<file path="src/rtl/usb_ep_pkg.sv">
package usb_ep_pkg;
  parameter int EpIdW = 4;

  typedef enum logic [1:0] {
    TOK_OUT   = 2'd0,
    TOK_IN    = 2'd1,
    TOK_SETUP = 2'd2
  } tokKindE;

  typedef enum logic [2:0] {
    RSP_NONE  = 3'd0,
    RSP_ACK   = 3'd1,
    RSP_NACK  = 3'd2,
    RSP_STALL = 3'd3,
    RSP_DATA  = 3'd4
  } rspKindE;

  // strobes from the decision logic to the endpoint state bank
  typedef struct packed {
    logic [EpIdW-1:0] ep;
    logic             setupHit;
    logic             inDone;
    logic             inFlip;
    logic             outFlip;
  } epStrobeT;
endpackage

</file>
<file path="src/rtl/usb_ep_ctrl.sv">
module usb_ep_ctrl
  import usb_ep_pkg::*;
#(
  parameter int NumEps = 12,
  parameter int BufW   = 5,
  parameter int SizeW  = 7,
  parameter int MaxPkt = 64
) (
  input  logic                    clk,
  input  logic                    rstN,
  input  logic                    tokValid,
  input  logic [1:0]              tokKind,
  input  logic [EpIdW-1:0]        tokEp,
  input  logic                    dataValid,
  input  logic                    dataGood,
  input  logic                    dataPid,
  input  logic                    hsValid,
  input  logic                    hsAck,
  input  logic                    linkReset,
  input  logic [NumEps-1:0]       setupEn,
  input  logic [NumEps-1:0]       outEn,
  input  logic [NumEps-1:0]       isoEn,
  input  logic [NumEps-1:0]       stall,
  input  logic [NumEps-1:0]       inRdy,
  input  logic [NumEps-1:0]       outTog,
  input  logic [NumEps-1:0]       inTog,
  input  logic [NumEps*BufW-1:0]  inBufFlat,
  input  logic [NumEps*SizeW-1:0] inSizeFlat,
  output epStrobeT                strb,
  output logic                    rspValid,
  output logic [2:0]              rspKind,
  output logic [SizeW-1:0]        txBytes,
  output logic [BufW-1:0]         txBuf,
  output logic                    txToggle,
  output logic                    inErr,
  output logic                    outErr,
  output logic                    pktRx
);
  localparam logic [EpIdW:0]   EpCount = (EpIdW+1)'(NumEps);
  localparam logic [SizeW-1:0] MaxLen  = SizeW'(MaxPkt);

  typedef enum logic [1:0] {S_IDLE, S_DATA, S_HS} stateE;

  stateE            st, stNext;
  logic [EpIdW-1:0] curEp, epNext;
  logic             curSetup, setupNext;
  logic             tokOk;
  logic [EpIdW-1:0] tEp;
  logic             rV, iE, oE, pk, load;
  rspKindE          rK;
  logic [SizeW-1:0] rawSize;

  assign tokOk   = ({1'b0, tokEp} < EpCount);
  assign tEp     = tokOk ? tokEp : '0;
  assign rawSize = inSizeFlat[tEp*SizeW +: SizeW];

  always_comb begin
    stNext    = st;
    epNext    = curEp;
    setupNext = curSetup;
    strb      = '0;
    rV        = 1'b0;
    rK        = RSP_NONE;
    iE        = 1'b0;
    oE        = 1'b0;
    pk        = 1'b0;
    load      = 1'b0;
    if (linkReset) begin
      stNext = S_IDLE;
    end else if (tokValid) begin
      if (st == S_HS) iE = 1'b1;
      stNext = S_IDLE;
      if (tokOk) begin
        case (tokKind)
          TOK_IN: begin
            rV = 1'b1;
            if (stall[tEp])       rK = RSP_STALL;
            else if (!inRdy[tEp]) rK = RSP_NACK;
            else begin
              rK   = RSP_DATA;
              load = 1'b1;
              if (isoEn[tEp]) begin
                strb.ep     = tEp;
                strb.inDone = 1'b1;
              end else begin
                stNext = S_HS;
                epNext = tEp;
              end
            end
          end
          TOK_OUT, TOK_SETUP: begin
            stNext    = S_DATA;
            epNext    = tEp;
            setupNext = (tokKind == TOK_SETUP);
          end
          default: ;
        endcase
      end
    end else if (dataValid && st == S_DATA) begin
      stNext  = S_IDLE;
      strb.ep = curEp;
      if (!dataGood) begin
        oE = 1'b1;
      end else if (curSetup) begin
        rV = 1'b1;
        if (!setupEn[curEp]) rK = RSP_NACK;
        else begin
          rK            = RSP_ACK;
          pk            = 1'b1;
          strb.setupHit = 1'b1;
        end
      end else if (stall[curEp]) begin
        rV = 1'b1;
        rK = RSP_STALL;
      end else if (!outEn[curEp]) begin
        rV = 1'b1;
        rK = RSP_NACK;
      end else if (isoEn[curEp]) begin
        pk = 1'b1;
      end else begin
        rV = 1'b1;
        rK = RSP_ACK;
        if (dataPid != outTog[curEp]) oE = 1'b1;
        else begin
          pk           = 1'b1;
          strb.outFlip = 1'b1;
        end
      end
    end else if (hsValid && st == S_HS) begin
      stNext = S_IDLE;
      if (hsAck) begin
        strb.ep     = curEp;
        strb.inDone = 1'b1;
        strb.inFlip = 1'b1;
      end else begin
        iE = 1'b1;
      end
    end
  end

  always_ff @(posedge clk or negedge rstN) begin
    if (!rstN) begin
      st       <= S_IDLE;
      curEp    <= '0;
      curSetup <= 1'b0;
      rspValid <= 1'b0;
      rspKind  <= RSP_NONE;
      txBytes  <= '0;
      txBuf    <= '0;
      txToggle <= 1'b0;
      inErr    <= 1'b0;
      outErr   <= 1'b0;
      pktRx    <= 1'b0;
    end else begin
      st       <= stNext;
      curEp    <= epNext;
      curSetup <= setupNext;
      rspValid <= rV;
      rspKind  <= rK;
      inErr    <= iE;
      outErr   <= oE;
      pktRx    <= pk;
      if (load) begin
        txBytes  <= (rawSize > MaxLen) ? MaxLen : rawSize;
        txBuf    <= inBufFlat[tEp*BufW +: BufW];
        txToggle <= inTog[tEp];
      end
    end
  end
endmodule

</file>
<file path="src/rtl/usb_ep_state.sv">
module usb_ep_state
  import usb_ep_pkg::*;
#(
  parameter int NumEps = 12,
  parameter int BufW   = 5,
  parameter int SizeW  = 7
) (
  input  logic                    clk,
  input  logic                    rstN,
  input  epStrobeT                strb,
  input  logic                    linkReset,
  input  logic                    inSetValid,
  input  logic [EpIdW-1:0]        inSetEp,
  input  logic [BufW-1:0]         inSetBuf,
  input  logic [SizeW-1:0]        inSetSize,
  input  logic [NumEps-1:0]       stallSet,
  input  logic [NumEps-1:0]       stallClr,
  input  logic [NumEps-1:0]       sentClr,
  input  logic [NumEps-1:0]       pendClr,
  input  logic [NumEps-1:0]       togClr,
  output logic [NumEps-1:0]       inRdy,
  output logic [NumEps-1:0]       stall,
  output logic [NumEps-1:0]       sent,
  output logic [NumEps-1:0]       pend,
  output logic [NumEps-1:0]       inTog,
  output logic [NumEps-1:0]       outTog,
  output logic [NumEps*BufW-1:0]  inBufFlat,
  output logic [NumEps*SizeW-1:0] inSizeFlat
);
  for (genvar i = 0; i < NumEps; i++) begin : gEp
    logic hit, setupC, doneC, armC;
    assign hit    = (strb.ep == EpIdW'(i));
    assign setupC = hit && strb.setupHit;
    assign doneC  = hit && strb.inDone;
    assign armC   = inSetValid && (inSetEp == EpIdW'(i));

    always_ff @(posedge clk or negedge rstN) begin
      if (!rstN) begin
        inRdy[i]                      <= 1'b0;
        stall[i]                      <= 1'b0;
        sent[i]                       <= 1'b0;
        pend[i]                       <= 1'b0;
        inTog[i]                      <= 1'b0;
        outTog[i]                     <= 1'b0;
        inBufFlat[i*BufW +: BufW]     <= '0;
        inSizeFlat[i*SizeW +: SizeW]  <= '0;
      end else begin
        if (armC) inRdy[i] <= 1'b1;
        else if (linkReset || setupC || doneC) inRdy[i] <= 1'b0;

        if (inRdy[i] && (linkReset || setupC)) pend[i] <= 1'b1;
        else if (pendClr[i]) pend[i] <= 1'b0;

        if (doneC) sent[i] <= 1'b1;
        else if (sentClr[i]) sent[i] <= 1'b0;

        if (stallClr[i]) stall[i] <= 1'b0;
        else if (stallSet[i]) stall[i] <= 1'b1;
        else if (setupC) stall[i] <= 1'b0;

        if (togClr[i]) inTog[i] <= 1'b0;
        else if (setupC) inTog[i] <= 1'b1;
        else if (hit && strb.inFlip) inTog[i] <= ~inTog[i];

        if (togClr[i]) outTog[i] <= 1'b0;
        else if (setupC) outTog[i] <= 1'b1;
        else if (hit && strb.outFlip) outTog[i] <= ~outTog[i];

        if (armC) begin
          inBufFlat[i*BufW +: BufW]    <= inSetBuf;
          inSizeFlat[i*SizeW +: SizeW] <= inSetSize;
        end
      end
    end
  end
endmodule

</file>
<file path="src/rtl/usb_ep_handshake.sv">
module usb_ep_handshake
  import usb_ep_pkg::*;
#(
  parameter int NumEps = 12,
  parameter int BufW   = 5,
  parameter int SizeW  = 7,
  parameter int MaxPkt = 64
) (
  input  logic              clk,
  input  logic              rstN,
  input  logic              tokValid,
  input  logic [1:0]        tokKind,
  input  logic [3:0]        tokEp,
  input  logic              dataValid,
  input  logic              dataGood,
  input  logic              dataPid,
  input  logic              hsValid,
  input  logic              hsAck,
  input  logic              linkReset,
  input  logic [NumEps-1:0] setupEn,
  input  logic [NumEps-1:0] outEn,
  input  logic [NumEps-1:0] isoEn,
  input  logic [NumEps-1:0] stallSet,
  input  logic [NumEps-1:0] stallClr,
  input  logic              inSetValid,
  input  logic [3:0]        inSetEp,
  input  logic [BufW-1:0]   inSetBuf,
  input  logic [SizeW-1:0]  inSetSize,
  input  logic [NumEps-1:0] sentClr,
  input  logic [NumEps-1:0] pendClr,
  input  logic [NumEps-1:0] togClr,
  output logic              rspValid,
  output logic [2:0]        rspKind,
  output logic [SizeW-1:0]  txBytes,
  output logic [BufW-1:0]   txBuf,
  output logic              txToggle,
  output logic [NumEps-1:0] inRdy,
  output logic [NumEps-1:0] stall,
  output logic [NumEps-1:0] sent,
  output logic [NumEps-1:0] pend,
  output logic [NumEps-1:0] inTog,
  output logic [NumEps-1:0] outTog,
  output logic              inErr,
  output logic              outErr,
  output logic              pktRx
);
  epStrobeT                strb;
  logic [NumEps*BufW-1:0]  inBufFlat;
  logic [NumEps*SizeW-1:0] inSizeFlat;

  usb_ep_ctrl #(
    .NumEps(NumEps), .BufW(BufW), .SizeW(SizeW), .MaxPkt(MaxPkt)
  ) uCtrl (
    .clk(clk), .rstN(rstN),
    .tokValid(tokValid), .tokKind(tokKind), .tokEp(tokEp),
    .dataValid(dataValid), .dataGood(dataGood), .dataPid(dataPid),
    .hsValid(hsValid), .hsAck(hsAck), .linkReset(linkReset),
    .setupEn(setupEn), .outEn(outEn), .isoEn(isoEn),
    .stall(stall), .inRdy(inRdy), .outTog(outTog), .inTog(inTog),
    .inBufFlat(inBufFlat), .inSizeFlat(inSizeFlat),
    .strb(strb),
    .rspValid(rspValid), .rspKind(rspKind), .txBytes(txBytes),
    .txBuf(txBuf), .txToggle(txToggle),
    .inErr(inErr), .outErr(outErr), .pktRx(pktRx)
  );

  usb_ep_state #(
    .NumEps(NumEps), .BufW(BufW), .SizeW(SizeW)
  ) uState (
    .clk(clk), .rstN(rstN), .strb(strb), .linkReset(linkReset),
    .inSetValid(inSetValid), .inSetEp(inSetEp),
    .inSetBuf(inSetBuf), .inSetSize(inSetSize),
    .stallSet(stallSet), .stallClr(stallClr),
    .sentClr(sentClr), .pendClr(pendClr), .togClr(togClr),
    .inRdy(inRdy), .stall(stall), .sent(sent), .pend(pend),
    .inTog(inTog), .outTog(outTog),
    .inBufFlat(inBufFlat), .inSizeFlat(inSizeFlat)
  );
endmodule

</file>
<file path="config.mk">
export PLATFORM = sky130hd
export DESIGN_NAME = usb_ep_handshake
export DESIGN_NICKNAME = d
export VERILOG_FILES = /design/src/rtl/usb_ep_pkg.sv /design/src/rtl/usb_ep_ctrl.sv /design/src/rtl/usb_ep_state.sv /design/src/rtl/usb_ep_handshake.sv
export SDC_FILE = /design/constraint.sdc
export NUM_CORES = 1
export LEC_CHECK = 0
export BUFFER_PORTS_ARGS = -buffer_cell sky130_fd_sc_hd__buf_2
export CAP_MARGIN = 15
export CORE_MARGIN = 10
export CORE_UTILIZATION = 50
export DETAILED_ROUTE_END_ITERATION = 6
export PLACE_DENSITY = 0.73
export SYNTH_ARGS = -nofsm -noshare
export SYNTH_HDL_FRONTEND = slang
export SYNTH_SLANG_ARGS = --single-unit
</file>
<file path="constraint.sdc">
create_clock -name clk -period 3.9 [get_ports clk]
set_clock_uncertainty 0.2 [all_clocks]
set_input_delay 0.195 -clock clk [delete_from_list [all_inputs] [get_ports clk]]
set_output_delay 0.195 -clock clk [all_outputs]
set_load 0.1 [all_outputs]
</file>
==> key figures, run 1 <==
Synth
  – Post-Syn Area per Cell: 11.2 sq um
  – Share of the synthesized area in the top cell type: 0.489
  – Top FF cell, synth: dfrtp_1
  – Mux cell area share after synthesis: 0.201
  – Main combinational cell family by area after synthesis: multiplexers
  – Yosys top cell by area: dfrtp_1
  – EDFF count, synth: 0
  – XOR/XNOR share of the synthesized area: 0.000704
  – Yosys reg bits: 243
  – Gate Count Post-Synth: 1108
  – Syn Nets: 1236
  – Seq/Total Area, Yosys: 0.489
  – Yosys warns: 0
  – Synth Area in Adders: 0
  – Top cells by area, synth: dfrtp_1 (49%), mux2_2 (14%), mux4_2 (3.3%), nand2_1 (3.0%), mux2i_1 (2.4%)
  – Cell Area, Synth: 12400 sq um
  – Synth Area in Compound Gates: 0.158
  – Post-Synth Simple-Gate Area: 0.110
  – Unique masters post-synth: 82
  – Post-synth ARST share: 1.00

Detailed routing
  – DR pass1 iterations: 5
  – Vias per cell: 6.21
  – DRC Markers: 0
  – Routed via count: 10900
  – Total Wirelength: 42900 um
  – DR WL/cell: 24.5 um
  – Drt initial violations: 1336
  – ANT nets after route: 0

GRT
  – Vias in the first global route: 11200
  – Global route total overflow: 0
  – Initial antenna violation count: 1
  – Gr usage total: 0.264
  – First-pass GRT wire length: 65300 um
  – Largest net degree at the start of global routing: 118

Timing
  – Max transition margin: 0.294
  – Final Cycle Share: 0.943
  – Endpoints failing setup: 0
  – RSZ-0062 raised after global routing: false
  – Slew Viols, Final: 0
  – Setup ws final: 0.224 ns
  – Fmax: 272 MHz
  – Post-route minimum period: 3.68 ns
  – Fin Setup TNS: 0 ns
  – Final Hold Vio Count: 0
  – Actual slew at the worst max-slew pin: 1.06 ns

Place
  – # port buffers: 219
  – Placement Cell Area: 13900 sq um
  – Placed insts: 1609
  – DP Worst Slack: 0.385 ns
  – Routability cong.: 1.00
  – DPL Wire Length: 29600 um

CTS
  – Max clock buf depth: 3
  – CTS H-Tree Depth: 1
  – CTS Buf Count: 26
  – Clk root buf: clkbuf_16
  – Clock transition at path regs: 0.06 ns
  – TritonCTS clock tree: done
  – TritonCTS Sinks: 243
  – CTS-repair resized insts: 0
  – Worst-Skew Late Latency: 0.54 ns

Floorplanning
  – Die area: 31600 sq um
  – Initial core utilization: 0.510
  – Die X: 178 um
  – Die height: 178 um
  – Rows: 57
  – Num ports: 220
  – Core Region: 24400 sq um

Pwr
  – Peak VDD IR: 0.547 mV
  – Pwr dens: 475 nW/um^2
  – Leak: 7.19 nW

Min path
  – Hold-critical path depth: 4
  – Hold Path Sink: uCtrl.pktRx
  – Worst hold path type: input port to register
  – Critical hold path startpoint: tokValid

Run status
  – Status: completed

Critical path
  – CP endpoint kind: register
  – Worst reg2reg setup slack: 0.29 ns
  – Crit path kind: input port to register
  – Reg2reg end: uState.stall[4]
  – Most used cell, CP: dlygate4sd3_1
  – Startpoint types: input port
  – Reg2Reg Depth: 8
  – CP max-delay cell: nor3_1
  – CP cell instances: dlygate4sd3_1 > buf_2 > buf_4 > inv_1 > and4_1 > nand3_2 > o21a_1 > nor3_1 > a211oi_1 > dlygate4sd3_1
  – Arrival time at the worst endpoint: 3.89 ns
  – Max FO, Critical Path: 15
  – Critical path buffer and inverter count: 5
  – Critical Path RT: 4.12 ns
  – R2R Path Start: uState.inRdy[9]
  – Top delay family on crit path: buffers and inverters
  – Slowest cell delay on critical path: 0.72 ns

Run
  – Max cap viols: 0

Cells and area
  – Fillers: 1933
  – Fin cells: 1751
  – Multi-input gate area: 5860 sq um
  – Layout Nets: 1535
  – Reg area: 6080 sq um
  – Layout Area Growth over Synthesis: 26.6%
  – Layout cells sized above 1: 0.352
  – Finished Cell Area: 15700 sq um
==> worst reg2reg max path, cell delays in order, from the launching register on <==
cell           delay (ns)
dfrtp_1              0.47
a21boi_0             0.16
mux4_2               0.50
o22a_1               0.27
and4_1               0.23
a21oi_1              0.62
nor2_1               0.27
a211oi_1             0.26
dlygate4sd3_1        0.58
==> worst max path at each step <==
stage                         start                to  cells past startpoint  slack (ns)
floorplan           uState.inRdy[9]  uState.inRdy[10]                      8        0.62
global placement     uCtrl.curEp[0]  uState.outTog[2]                      8        0.44
detailed placement   uCtrl.curEp[0]  uState.outTog[6]                      8        0.39
CTS                       linkReset   uState.stall[2]                     10        0.34
global route              linkReset   uState.stall[2]                     10        0.12
finish                    linkReset   uState.stall[2]                     10        0.22
==> state kept, by name, summed over array words and instances, names as in the netlist <==
register and count:
uCtrl.st 2, uCtrl.txBuf 5, uCtrl.rspValid 1, uState.inBufFlat 60, uCtrl.inErr 1, uState.inTog 12, uCtrl.curEp 4, uState.pend 12
uCtrl.txBytes 7, uCtrl.curSetup 1, uState.sent 12, uState.stall 12, uCtrl.txToggle 1, uState.outTog 12, uCtrl.pktRx 1, uCtrl.rspKind 3
uState.inSizeFlat 84, uCtrl.outErr 1, uState.inRdy 12
==> metal layers <==
metal	share of wire	wire length (um)	global-route usage
met5	0	0	0
met4	0.056	2380	0.131
met3	0.087	3710	0.0516
met2	0.47	20000	0.439
met1	0.39	16800	0.323
==> kinds of logic after synthesis <==
group           count (synthesis)
simple gates                  278
buf+inv                       115
mux                           203
xor+xnor                        1
compound gates                268
flops                         243
==> timing repair <==
action | 4_1_cts | 5_1_grt
endpoints found under the hold margin | 333 | 0
hold buffers | 94 | 0
setup buffers | 0 | 0
==> Yosys cell counts, types with 3 or more instances <==
cell      count
o22ai_1      27
o21ai_0      26
nand3b_1      6
o32ai_1       4
o211a_1       5
o21ai_1       6
dfrtp_1     243
and4_1        3
a31oi_1      14
nor2_1       64
a221oi_1      3
mux2_2      152
inv_1        32
o22a_1        3
nor4_1        4
a22o_1        4
mux2i_1      30
o21a_1        8
mux4_1        3
nand3_1      12
buf_2        11
buf_6         7
nor2b_1      33
a41oi_1       7
or3_1         5
and2_1        7
buf_1         7
nor3_1        8
mux4_2       18
a311oi_2      4
nand2_1      98
o41ai_1       6
o31a_1        6
o221a_2       4
and3_1        7
a21oi_1      42
a211oi_1     31
a311oi_1     23
clkbuf_1     55
nand4_1       9
o221ai_1      5
o31ai_1       9
nand2b_1      6
==> metrics by stage <==
step / util / power [mW] / hold WS (ns)
after floorplan: - / 4.39 / -0.301
after global placement: 0.570 / 4.79 / 0.125
after detailed placement: 0.570 / 4.85 / 0.134
after CTS: 0.645 / 7.49 / 0.0368
after global routing: 0.645 / 7.77 / 0.0863
final: 0.645 / 7.48 / 0.0454
==> area by class of cell <==
| cell class | instances | share of cell area |
|---|---|---|
| clock inverters | 14 | 0.0103 |
| diodes | 1 | 0.000159 |
| clock buffers | 33 | 0.0468 |
| multi-input cells | 750 | 0.372 |
| repair buffers | 353 | 0.151 |
| inverters | 33 | 0.00787 |
| flip-flops and latches | 243 | 0.386 |
| well taps | 324 | 0.0258 |
==> cells in the final DEF, fill, tap and decap left out, types with 7 or more instances in the layout <==
cell,n
nand3_1,12
mux4_2,18
dlygate4sd3_1,94
o22ai_1,27
a311oi_1,23
nor3_1,8
and2_1,7
and3_1,7
clkinv_2,8
a31oi_1,14
nor2_1,60
o21a_1,8
mux2i_1,30
o31ai_1,9
a41oi_1,7
buf_4,38
dfrtp_1,243
mux2_2,152
a211oi_1,31
o21ai_0,26
nand2_1,98
clkbuf_16,26
nand4_1,9
inv_1,32
a21oi_1,42
buf_2,218
nor2b_1,33
==> power by group <==
group	total (mW)	switching, mW	internal, mW	leakage [nW]
Clock	2.57	1.04	1.53	0.446
Sequential	3.19	0.256	2.93	3.11
Combinational	1.71	1.01	0.705	3.64
(Power assumes the default switching activity.)
==> run 2, diff against run 1 <==
--- a/config.mk
+++ b/config.mk
@@ -11,6 +11,7 @@
 export CORE_UTILIZATION = 50
 export DETAILED_ROUTE_END_ITERATION = 6
 export PLACE_DENSITY = 0.73
+export REMOVE_ABC_BUFFERS = 1
 export SYNTH_ARGS = -nofsm -noshare
 export SYNTH_HDL_FRONTEND = slang
 export SYNTH_SLANG_ARGS = --single-unit
==> key figures, run 2 (synthesis results as in run 1) <==
Run status
  – Status: completed

GRT
  – Gr usage total: 0.265 (+0.00124)
  – Initial antenna violation count: 4 (+3)
  – Global route total overflow: 0 (unchanged)
  – Largest net degree at the start of global routing: 132 (+12%)
  – First-pass GRT wire length: 65600 um (+0.47%)
  – Vias in the first global route: 11200 (+0.56%)

Detailed routing
  – DRC Markers: 0 (unchanged)
  – ANT nets after route: 0 (unchanged)
  – Vias per cell: 6.33 (+1.9%)
  – DR WL/cell: 24.8 um (+1.2%)
  – Routed via count: 11100 (+2.2%)
  – DR pass1 iterations: 5 (unchanged)
  – Total Wirelength: 43500 um (+1.5%)
  – Drt initial violations: 1115 (-17%)

Pwr
  – Peak VDD IR: 0.464 mV (-15%)
  – Leak: 7.23 nW (+0.50%)
  – Tot Pwr: 7.63 mW (+2.1%)
  – Pwr dens: 483 nW/um^2 (+1.6%)

Cells and area
  – Largest register FFs: 84 (unchanged)
  – Largest regs: uState.inSizeFlat (84), uState.inBufFlat (60)
  – Layout Area Growth over Synthesis: 27.2%
  – Layout Nets: 1539 (+0.26%)
  – Layout cells sized above 1: 0.351 (-0.00144)
  – Register with the most flip-flops: uState.inSizeFlat
  – Fin cells: 1756 (+0.29%)
  – Commonest non-fill, non-tap cell in the layout: dfrtp_1
  – Fillers: 1889 (-2.3%)
  – Most frequent cells in the layout: dfrtp_1 (243), buf_2 (218), mux2_2 (152)

Timing
  – Actual slew at the worst max-slew pin: 1.07 ns (+0.0159 ns)
  – Post-route minimum period: 3.64 ns (-0.0334 ns)
  – Slew Viols, Final: 0 (unchanged)
  – Fmax: 275 MHz (+0.92%)
  – Hold_ws: 0.0484 ns (+0.00303 ns)
  – Endpoints failing setup: 0 (unchanged)
  – Max transition margin: 0.284 (-0.00986)
  – Fin Setup TNS: 0 ns (unchanged)
  – Final Cycle Share: 0.934 (-0.00856)
  – RSZ-0062 raised after global routing: false
  – Final Hold Vio Count: 0 (unchanged)

Critical path
  – CP cell instances: mux4_2 > nand2_1 > o211a_1 > nand3_2 > nor4_4 > o21ai_0 > o31a_1 > dlygate4sd3_1
  – CP endpoint kind: register
  – Critical path buffer and inverter count: 1 (-4)
  – Critical Path RT: 4.13 ns (about the same)
  – Startpoint types: register
  – CP max-delay cell: mux4_2
  – Max FO, Critical Path: 9 (-6)
  – Slowest cell delay on critical path: 0.55 ns (-0.17 ns)
  – Crit path kind: register to register
  – Top delay family on crit path: compound AO/OA/AOI/OAI gates
  – Arrival time at the worst endpoint: 3.88 ns (about the same)

CTS
  – TritonCTS clock tree: done
  – CTS-repair resized insts: 0 (unchanged)
  – TritonCTS Sinks: 243 (unchanged)
  – Clock transition at path regs: 0.06 ns (about the same)
  – CTS H-Tree Depth: 1 (unchanged)
  – Worst-Skew Late Latency: 0.56 ns (+0.02 ns)
  – CTS Buf Count: 27 (+3.8%)
  – Max clock buf depth: 3 (unchanged)
  – Clk root buf: clkbuf_16
  – Setup bufs post-CTS: 0 (unchanged)

Min path
  – Worst hold path type: input port to register

Floorplanning
  – Core Region: 24400 sq um (unchanged)
  – Die height: 178 um (unchanged)
  – Die X: 178 um (unchanged)
  – Num ports: 220 (unchanged)
  – Rows: 57 (unchanged)
  – Initial core utilization: 0.510 (unchanged)
  – Die area: 31600 sq um (unchanged)

Place
  – DPL Wire Length: 29300 um (-1.2%)
  – Placed insts: 1610 (+0.062%)
  – # port buffers: 219 (unchanged)
  – Routability cong.: 0.973 (-3.0%)

Run
  – Max cap viols: 0 (unchanged)
-- run 2: cell count changes in the layout (fill, tap and decap cells not counted), sizes merged --
| cell | change |
|---|---|
| buf | +1 |
| dlygate4sd3 | +2 |
| clkinvlp | -2 |
| diode | +2 |
| clkbuf | +6 |
| bufinv | +1 |
| clkinv | -7 |
| inv | +2 |
-- run 2: worst reg2reg max path, cell delays in order (launching register included) --
cell and delay [ns]:
dfrtp_1 0.46, mux4_2 0.55, nand2_1 0.10, o211a_1 0.22, nand3_2 0.22, nor4_4 0.49
o21ai_0 0.40, o31a_1 0.34, dlygate4sd3_1 0.55
-- run 2: repair_timing --
item | CTS | global route
hold buffers | 96 | 0
endpoints found under the hold margin | 346 | 0
endpoints found under the setup margin | 0 | 0
-- run 2: path summary, 6_finish.rpt --
kind,cells past startpoint,slack (ns),endpoint,startpoint
worst min register to register,2,0.28,uCtrl.txBytes[1],uCtrl.txBytes[1]
worst max-delay path,8,0.26,uState.stall[3],uState.stall[11]
worst max register to register,8,0.26,uState.stall[3],uState.stall[11]
max in group asynchronous,3,2.36,uState.inSizeFlat[32],rstN
worst min-delay path,4,0.05,uCtrl.pktRx,dataValid
min in group asynchronous,2,0.16,uState.inSizeFlat[26],rstN
-- run 2: cell type report --
cell class / instances / area (sq um) / area share
timing repair buffer: 356 / 2390 / 0.151
tap: 324 / 405 / 0.0256
sequential: 243 / 6080 / 0.384
antenna: 3 / 7.51 / 0.000475
multi-input combinational: 750 / 5860 / 0.371
clock inverter: 8 / 159 / 0.0100
inverter: 33 / 124 / 0.00783
clock buffer: 39 / 791 / 0.0500
-- run 2: metal layers --
layer	wire (um)	vias to the layer above	GRT usage
met5	27	-	0
met4	2100	4	0.114
met3	4200	177	0.0572
met2	20600	641	0.442
met1	16600	5529	0.327
li1	-	4768	-
-- run 2: power by group --
part / switching [mW] / leakage (nW) / internal [mW]
Combinational: 1.01 / 3.65 / 0.711
Clock: 1.05 / 0.468 / 1.67
Sequential: 0.258 / 3.11 / 2.93
Total: 2.32 / 7.23 / 5.31
-- run 2: through the flow --
stage          utilization  instance area, sq um  worst slack [ns]
3_5_place_dp         0.570                 13900             0.424
3_3_place_gp         0.570                 13900             0.499
5_1_grt              0.648                 15800             0.138
6_report             0.649                 15800             0.257
2_1_floorplan            -                 12100             0.459
4_1_cts              0.648                 15800             0.341
